### config.mk
export PLATFORM = sky130hd
export DESIGN_NAME = seg_access_guard
export DESIGN_NICKNAME = d
export VERILOG_FILES = /design/src/rtl/seg_access_guard.sv
export SDC_FILE = /design/constraint.sdc
export NUM_CORES = 1
export LEC_CHECK = 0
export ABC_AREA = 1
export BUFFER_PORTS_ARGS = -buffer_cell sky130_fd_sc_hd__buf_2
export CAP_MARGIN = 0
export CORE_ASPECT_RATIO = 0.7
export CORE_MARGIN = 2
export CORE_UTILIZATION = 30
export CTS_BUF_LIST = sky130_fd_sc_hd__clkbuf_8
export DETAILED_ROUTE_END_ITERATION = 8
export GPL_TIMING_DRIVEN = 0
export PLACE_DENSITY = 0.49
export SETUP_SLACK_MARGIN = 0.15
export SYNTH_ARGS = -nofsm -noshare
export SYNTH_HDL_FRONTEND = slang
export SYNTH_SLANG_ARGS = --single-unit
### constraint.sdc
create_clock -name clk -period 3.44 [get_ports clk]
set_clock_uncertainty 0.2 [all_clocks]
set_input_delay 0.172 -clock clk [delete_from_list [all_inputs] [get_ports clk]]
set_output_delay 0.172 -clock clk [all_outputs]
set_load 0.02 [all_outputs]
### src/rtl/seg_access_guard.sv
module seg_access_guard #(
  parameter int ADDR_W = 32,
  parameter int SIZE_W = 3
) (
  input  logic              clk,
  input  logic              rst_n,
  input  logic              req_valid,
  input  logic [ADDR_W-1:0] seg_base,
  input  logic [ADDR_W-1:0] seg_limit,
  input  logic              seg_present,
  input  logic [1:0]        seg_dpl,
  input  logic [1:0]        sel_rpl,
  input  logic              seg_exec,
  input  logic              seg_rw,
  input  logic [ADDR_W-1:0] acc_offset,
  input  logic [SIZE_W-1:0] acc_size,
  input  logic [1:0]        acc_kind,
  input  logic [1:0]        cpl,
  input  logic              prot_en,
  output logic              rsp_valid,
  output logic              rsp_ok,
  output logic [1:0]        rsp_fault,
  output logic [ADDR_W-1:0] rsp_lin_addr
);
  localparam int END_W = ADDR_W + 1;
  localparam logic [1:0] K_FETCH = 2'b01;
  localparam logic [1:0] K_WRITE = 2'b10;
  localparam logic [1:0] F_NONE  = 2'b00;
  localparam logic [1:0] F_GP    = 2'b01;
  localparam logic [1:0] F_NP    = 2'b10;

  logic [END_W-1:0] end_ofs;
  logic             over_limit, priv_bad;
  logic             type_bad;
  logic [1:0]       fault_d;

  assign end_ofs    = {1'b0, acc_offset} + END_W'(acc_size) - END_W'(1);
  assign over_limit = end_ofs > {1'b0, seg_limit};
  assign priv_bad   = (cpl > seg_dpl) || ((acc_kind != K_FETCH) && (sel_rpl > seg_dpl));

  always_comb begin
    case (acc_kind)
      K_FETCH: type_bad = !seg_exec;
      K_WRITE: type_bad = seg_exec || !seg_rw;
      default: type_bad = seg_exec && !seg_rw;
    endcase
  end

  always_comb begin
    if (over_limit)                fault_d = F_GP;
    else if (!prot_en)             fault_d = F_NONE;
    else if (!seg_present)         fault_d = F_NP;
    else if (priv_bad || type_bad) fault_d = F_GP;
    else                           fault_d = F_NONE;
  end

  always_ff @(posedge clk) begin
    if (!rst_n) begin
      rsp_valid    <= 1'b0;
      rsp_ok       <= 1'b0;
      rsp_fault    <= F_NONE;
      rsp_lin_addr <= '0;
    end else begin
      rsp_valid <= req_valid;
      rsp_ok    <= req_valid && (fault_d == F_NONE);
      rsp_fault <= req_valid ? fault_d : F_NONE;
      if (req_valid) rsp_lin_addr <= seg_base + acc_offset;
    end
  end
endmodule

==> results of run 1 <==
[placed cells by master, fill, tap and decap left out, drive strengths merged]
cell / instances
ha: 103
o21ai: 75
or2: 2
a21boi: 5
nand3b: 3
clkinvlp: 1
inv: 193
clkbuf: 11
dlygate4sd3: 1
bufinv: 1
nor4: 2
o221ai: 5
nand3: 37
xor2: 25
o2111ai: 3
diode: 1
a221oi: 3
a31oi: 3
a211oi: 1
fa: 2
o21a: 7
dfxtp: 36
o31ai: 1
a21o: 8
o211ai: 6
o21bai: 4
buf: 166
a21oi: 95
nor2: 93
and2: 1
nand2: 211
clkinv: 2
nor3: 12
nand4: 14
xnor2: 14
[layout make-up]
class	instances	area, um2
inverters	194	738
fillers	2265	12300
flip-flops and latches	36	721
well taps	270	338
clock buffers	5	68.8
clock inverters	3	42.5
diodes	1	2.50
repair buffers	164	880
multi-input cells	735	4790
plain buffers	9	37.5
[layer usage]
layer / global-route usage / part of all wire / vias to the layer above
li1: - / - / 3532
met1: 0.270 / 0.54 / 2854
met2: 0.276 / 0.41 / 127
met3: 0.0120 / 0.034 / 16
met4: 0.0292 / 0.013 / 0
met5: 0 / 0 / -
[sequential cells by signal, indices dropped and copies added (netlist names)]
register and flops:
rsp_ok 1, rsp_valid 1, rsp_fault 2, rsp_lin_addr 32
[critical path: stages]
cell and delay (ps):
buf_2 90, inv_1 60, ha_4 270, inv_1 40, ha_1 270, nand3_2 80, nand2_2 70, a21oi_4 160
o21ai_4 80, a21boi_2 190, buf_4 130, inv_1 30, nand4_1 80, nand2_1 80, xor2_1 240, ha_1 290
a21oi_1 130, o21ai_1 100, a221oi_2 250, nand2_1 70, nand2_1 80, nand2_2 60, nand2_4 110, nand3_4 80
nand2_2 50, inv_1 30
[cell usage after synthesis (5+ instances only)]
library cell    n
nand3_1        34
a21oi_1        84
o21ai_1         6
nor2_1         92
nor3_1         11
o211ai_1        6
nand2_1       194
xnor2_1        14
inv_1         189
o221ai_1        5
nand2_2        16
dfxtp_1        36
a21oi_2         7
o21ai_0        58
ha_1          103
o21ai_2         9
a21o_1          8
o21a_1          7
clkbuf_1        6
xor2_1         25
nand4_1        14
[cells by family after synthesis]
family / after synthesis
compound gates: 216
buf+inv: 203
simple gates: 375
xor+xnor: 39
fa+ha+maj: 105
flops: 36
[repair_timing]
action / 4_1_cts / 5_1_grt
pin swaps: 28 / 29
setup buffers: 11 / 3
resized for setup: 15 / 18
endpoints found under the hold margin: 2 / 0
hold buffers: 1 / 0
setup endpoints to repair: 3 / 3
[power by group]
group | switching [uW] | leakage (uW) | internal (uW)
Clock | 157 | 0.0000541 | 214
Combinational | 814 | 0.00386 | 521
Sequential | 20.1 | 0.000299 | 459
[path summary, 6_finish.rpt]
path	start	to	slack (ps)
min	prot_en	rsp_ok	30
min reg2reg	rsp_lin_addr[17]	rsp_lin_addr[17]	280
max	acc_offset[2]	rsp_fault[0]	120
max reg2reg	rsp_lin_addr[16]	rsp_lin_addr[16]	2560
[through the flow]
step	utilization	std cells	worst slack, ps
global placement	0.364	1393	-529
CTS	0.378	1413	127
global route	0.383	1417	-115
finish	0.383	1417	123
floorplan	-	974	154
detailed placement	0.364	1393	-573
==> out/summary.txt, run 1 <==
Post-DP Area - 7240 um2
drt drc - 0
yosys warns - 0
GRT Residual Overflow - 0
largest net degree at the start of global routing - 13
antenna violations before repair - 1
Final Hold Slack - 28.7 ps
post-synthesis compound-gate area fraction - 0.221
number of max-cap violations - 0
Post-Syn Area - 6120 um2
Pwr Density - 287 nW/um2
Via density - 4.61
endpoints failing hold - 0
CTS Sinks - 36
vias in the first global route - 6,068
synthesis-to-layout area growth - 24.4%
Worst Setup Start Kind - input pin
CTS clk-pin slew, worst paths - 80 ps
fin nets - 1,364
I/O Buffers - 149
cell count after synthesis - 974
crit path max fanout - 3
core area - 19,900 um2
post-synth top area cell - ha_1
Final Setup Violations - 0
R2R depth - 2
HP Class - input pin to flop
final wirelength - 19,300 um
Req. time, crit path - 3430 ps
maximum achievable frequency - 301 MHz
I/O pin count - 150
RSZ-0062 raised after global routing - yes
CTS Buffer Depth - 2
hpwl dp - 17,000 um
Synth area leaders - ha_1, nand2_1, dfxtp_1
CTS Buf Count - 5
die height - 124 um
Cell variety after synth - 46
multiplexer share of the synthesized area - 0
Worst-Margin Slew - 588 ps
first-pass GRT wire length - 30,500 um
Syn Nets - 1,193
DR iter-0 viols - 335
Worst Setup End Kind - flop
EDFF count, synth - 0
Initial Util - 0.308
Post-Synth Adder-Cell Area - 0.217
CTS H-tree depth - 2
run status - completed
gr usage total - 0.177
main flop type after synthesis - dfxtp_1
fin area - 7620 um2
chip width - 175 um
Wirelength per Cell - 13.6 um
crit path kind - input pin to flop
worst hold path depth - 4
Synth Area in XOR/XNOR - 0.0558
area share of the leading cell type in the synthesized netlist - 0.210
DRT Pass-1 Iters - 4
die area - 21,600 um2
clk root buf - clkbuf_8
via count - 6,529
routability cong. - 0.862
total power - 2190 uW
Rel. slew slack - 0.608
fin. max-slew vios - 0
Pleak - 0.00421 uW
Seq/Total Area, Yosys - 0.118
DRT antenna net count - 0
clk_lat worst skew - 290 ps
layout cells sized above 1 - 0.223
largest family of logic cells by synthesized area - simple AND/OR/NAND/NOR gates
num rows - 43
Peak VDD IR - 0.219 mV
total negative slack - 0 ps
async set-or-reset flop fraction in the synthesized netlist - 0
Yosys reg bits - 36
CTS tree - yes
Worst EP arrival - 3310 ps
Synth Area per Inst - 6.29 um2
final worst path period share - 0.964
Post-Synth Simple-Gate Area - 0.263
Tmin final - 3320 ps
No activity file was read; power rests on OpenSTA's default activity.
==> inputs of run 2 (changes only) <==
BUFFER_PORTS_ARGS = -buffer_cell sky130_fd_sc_hd__buf_4   (was -buffer_cell sky130_fd_sc_hd__buf_2)
CELL_PAD_IN_SITES_DETAIL_PLACEMENT = 0   (was unset)
CELL_PAD_IN_SITES_GLOBAL_PLACEMENT = 1   (was unset)
PLACE_DENSITY = 0.67   (was 0.49)
==> run 2 against run 1 <==
Count of clock-buffer cells in the layout unchanged. Die area unchanged. Via count decreased by 1.2%. Sequential cell count unchanged. Final cell count fell by 0.35%. Non-clock buffer count is 3 lower. Fmax shrank 1.2%. Largest power group unchanged. Highest routed layer unchanged. Largest cell class unchanged. Clock power shrank 23%. Global-route usage increased by 0.49 points. Register-to-register slack is essentially flat. Worst setup slack got worse by 40 ps. Total power down 1.9%.
==> out/summary.txt, run 2 (synthesis results as in run 1) <==
CTS Buffer Depth - 2 (unchanged)
Worst Setup End Kind - flop
CTS H-tree depth - 2 (unchanged)
Tmin final - 3360 ps (+39.9 ps)
clk root buf - clkbuf_8
routability cong. - 0.891 (+3.4%)
fin nets - 1,361 (-0.22%)
die height - 124 um (unchanged)
final wirelength - 19,700 um (+2.0%)
Worst-Margin Slew - 592 ps (+4.24 ps)
Req. time, crit path - 3430 ps (about the same)
Initial Util - 0.308 (unchanged)
layout cells sized above 1 - 0.214 (-0.00973)
final worst path period share - 0.976 (+0.0116)
DRT Pass-1 Iters - 5 (+1)
Rel. slew slack - 0.605 (-0.00283)
DRT antenna net count - 0 (unchanged)
via count - 6,453 (-1.2%)
Post-Place Cells - 1,393 (unchanged)
Top reg by flops - rsp_lin_addr
number of max-cap violations - 0 (unchanged)
crit path kind - input pin to flop
largest net degree at the start of global routing - 11 (-2)
maximum achievable frequency - 298 MHz (-1.2%)
Wirelength per Cell - 14.0 um (+2.3%)
chip width - 175 um (unchanged)
synthesis-to-layout area growth - 28.6%
max reg flops - 32 (unchanged)
crit path max fanout - 3 (unchanged)
clk_lat worst skew - 290 ps (about the same)
vias in the first global route - 6,117 (+0.81%)
Pleak - 0.00429 uW (+1.9%)
fin. max-slew vios - 0 (unchanged)
Post-Layout Cell Count - 1,412 (-0.35%)
Via density - 4.57 (-0.81%)
CTS Buf Count - 5 (unchanged)
RSZ-0062 raised after global routing - yes
Peak VDD IR - 0.107 mV (-51%)
biggest regs - rsp_lin_addr x32, rsp_fault x2
antenna violations before repair - 0 (-1)
num rows - 43 (unchanged)
Pwr Density - 272 nW/um2 (-5.1%)
GRT Residual Overflow - 0 (unchanged)
CTS clk-pin slew, worst paths - 70 ps (about the same)
hpwl dp - 17,300 um (+1.7%)
drt drc - 0 (unchanged)
I/O Buffers - 149 (unchanged)
core area - 19,900 um2 (unchanged)
CTS Sinks - 36 (unchanged)
I/O pin count - 150 (unchanged)
first-pass GRT wire length - 31,200 um (+2.3%)
Final Hold Slack - 13.6 ps (-15.1 ps)
CTS tree - yes
pre-CTS WS - -578 ps (-5.25 ps)
run status - completed
DR iter-0 viols - 320 (-4.5%)
endpoints failing hold - 0 (unchanged)
die area - 21,600 um2 (unchanged)
most frequent cells in the layout - nand2_1, inv_1, buf_4
total power - 2150 uW (-1.9%)
Worst Setup Start Kind - input pin
Worst EP arrival - 3350 ps (+40 ps)
crit path setup slack, layout - 82.7 ps (-39.9 ps)
HP Class - input pin to flop
Final Setup Violations - 0 (unchanged)
gr usage total - 0.182 (+0.00490)
commonest non-fill, non-tap cell in the layout - nand2_1
antenna cell count - 0 (-1)
## run 2: cell type report
| cell class | count | area, um2 |
|---|---|---|
| buffer | 9 | 37.5 |
| clock buffer | 5 | 68.8 |
| clock inverter | 2 | 8.76 |
| fill | 2212 | 12000 |
| inverter | 194 | 738 |
| multi-input combinational | 735 | 4740 |
| sequential | 36 | 721 |
| tap | 270 | 338 |
| timing repair buffer | 161 | 1220 |
## run 2: final timing paths
| check | from | end | slack (ps) | cells after the start |
|---|---|---|---|---|
| max | acc_offset[2] | rsp_fault[0] | 80 | 26 |
| min | prot_en | rsp_ok | 10 | 4 |
| max reg2reg | rsp_lin_addr[3] | rsp_lin_addr[3] | 2560 | 4 |
| min reg2reg | rsp_lin_addr[24] | rsp_lin_addr[24] | 310 | 2 |
## run 2: what timing repair did
item	CTS	global route
endpoints found under the hold margin	2	0
setup buffers	7	4
setup endpoints to repair	3	3
hold buffers	1	0
gates resized for setup	12	10
pin swaps	25	21
## run 2: per-layer routing
layer  share of wire  up-vias  GRT usage
li1                -     3522          -
met1            0.54     2784      0.269
met2            0.42      129      0.287
met3           0.029       18     0.0132
met4           0.017        0     0.0438
met5               0        -          0
## run 2: critical path: stages
cell and delay (ps):
buf_4 80, inv_1 50, ha_4 270, inv_1 40, ha_1 290, nand3_2 80, nand2_2 80, a21oi_4 190
o21ai_4 90, a21boi_2 190, buf_4 140, inv_1 40, nand4_1 80, nand2_1 90, xor2_1 210, ha_1 280
a21oi_1 130, o21ai_1 90, a221oi_2 250, nand2_1 70, nand2_1 80, nand2_2 60, nand2_4 90, nand3_2 80
nand2_1 60, inv_1 40
## run 2: through the flow
step           TNS (ps)  instance area, um2  utilization
3_5_place_dp      -1630                7620        0.383
4_1_cts               0                7830        0.393
2_1_floorplan         0                6160            -
5_1_grt            -288                7880        0.396
3_3_place_gp      -1670                7620        0.383
6_report              0                7880        0.396
## run 2: report_power, final
| group | switching [uW] | internal [uW] |
|---|---|---|
| combinational | 810 | 567 |
| clock | 152 | 135 |
| sequential | 22.8 | 459 |
| total | 985 | 1160 |
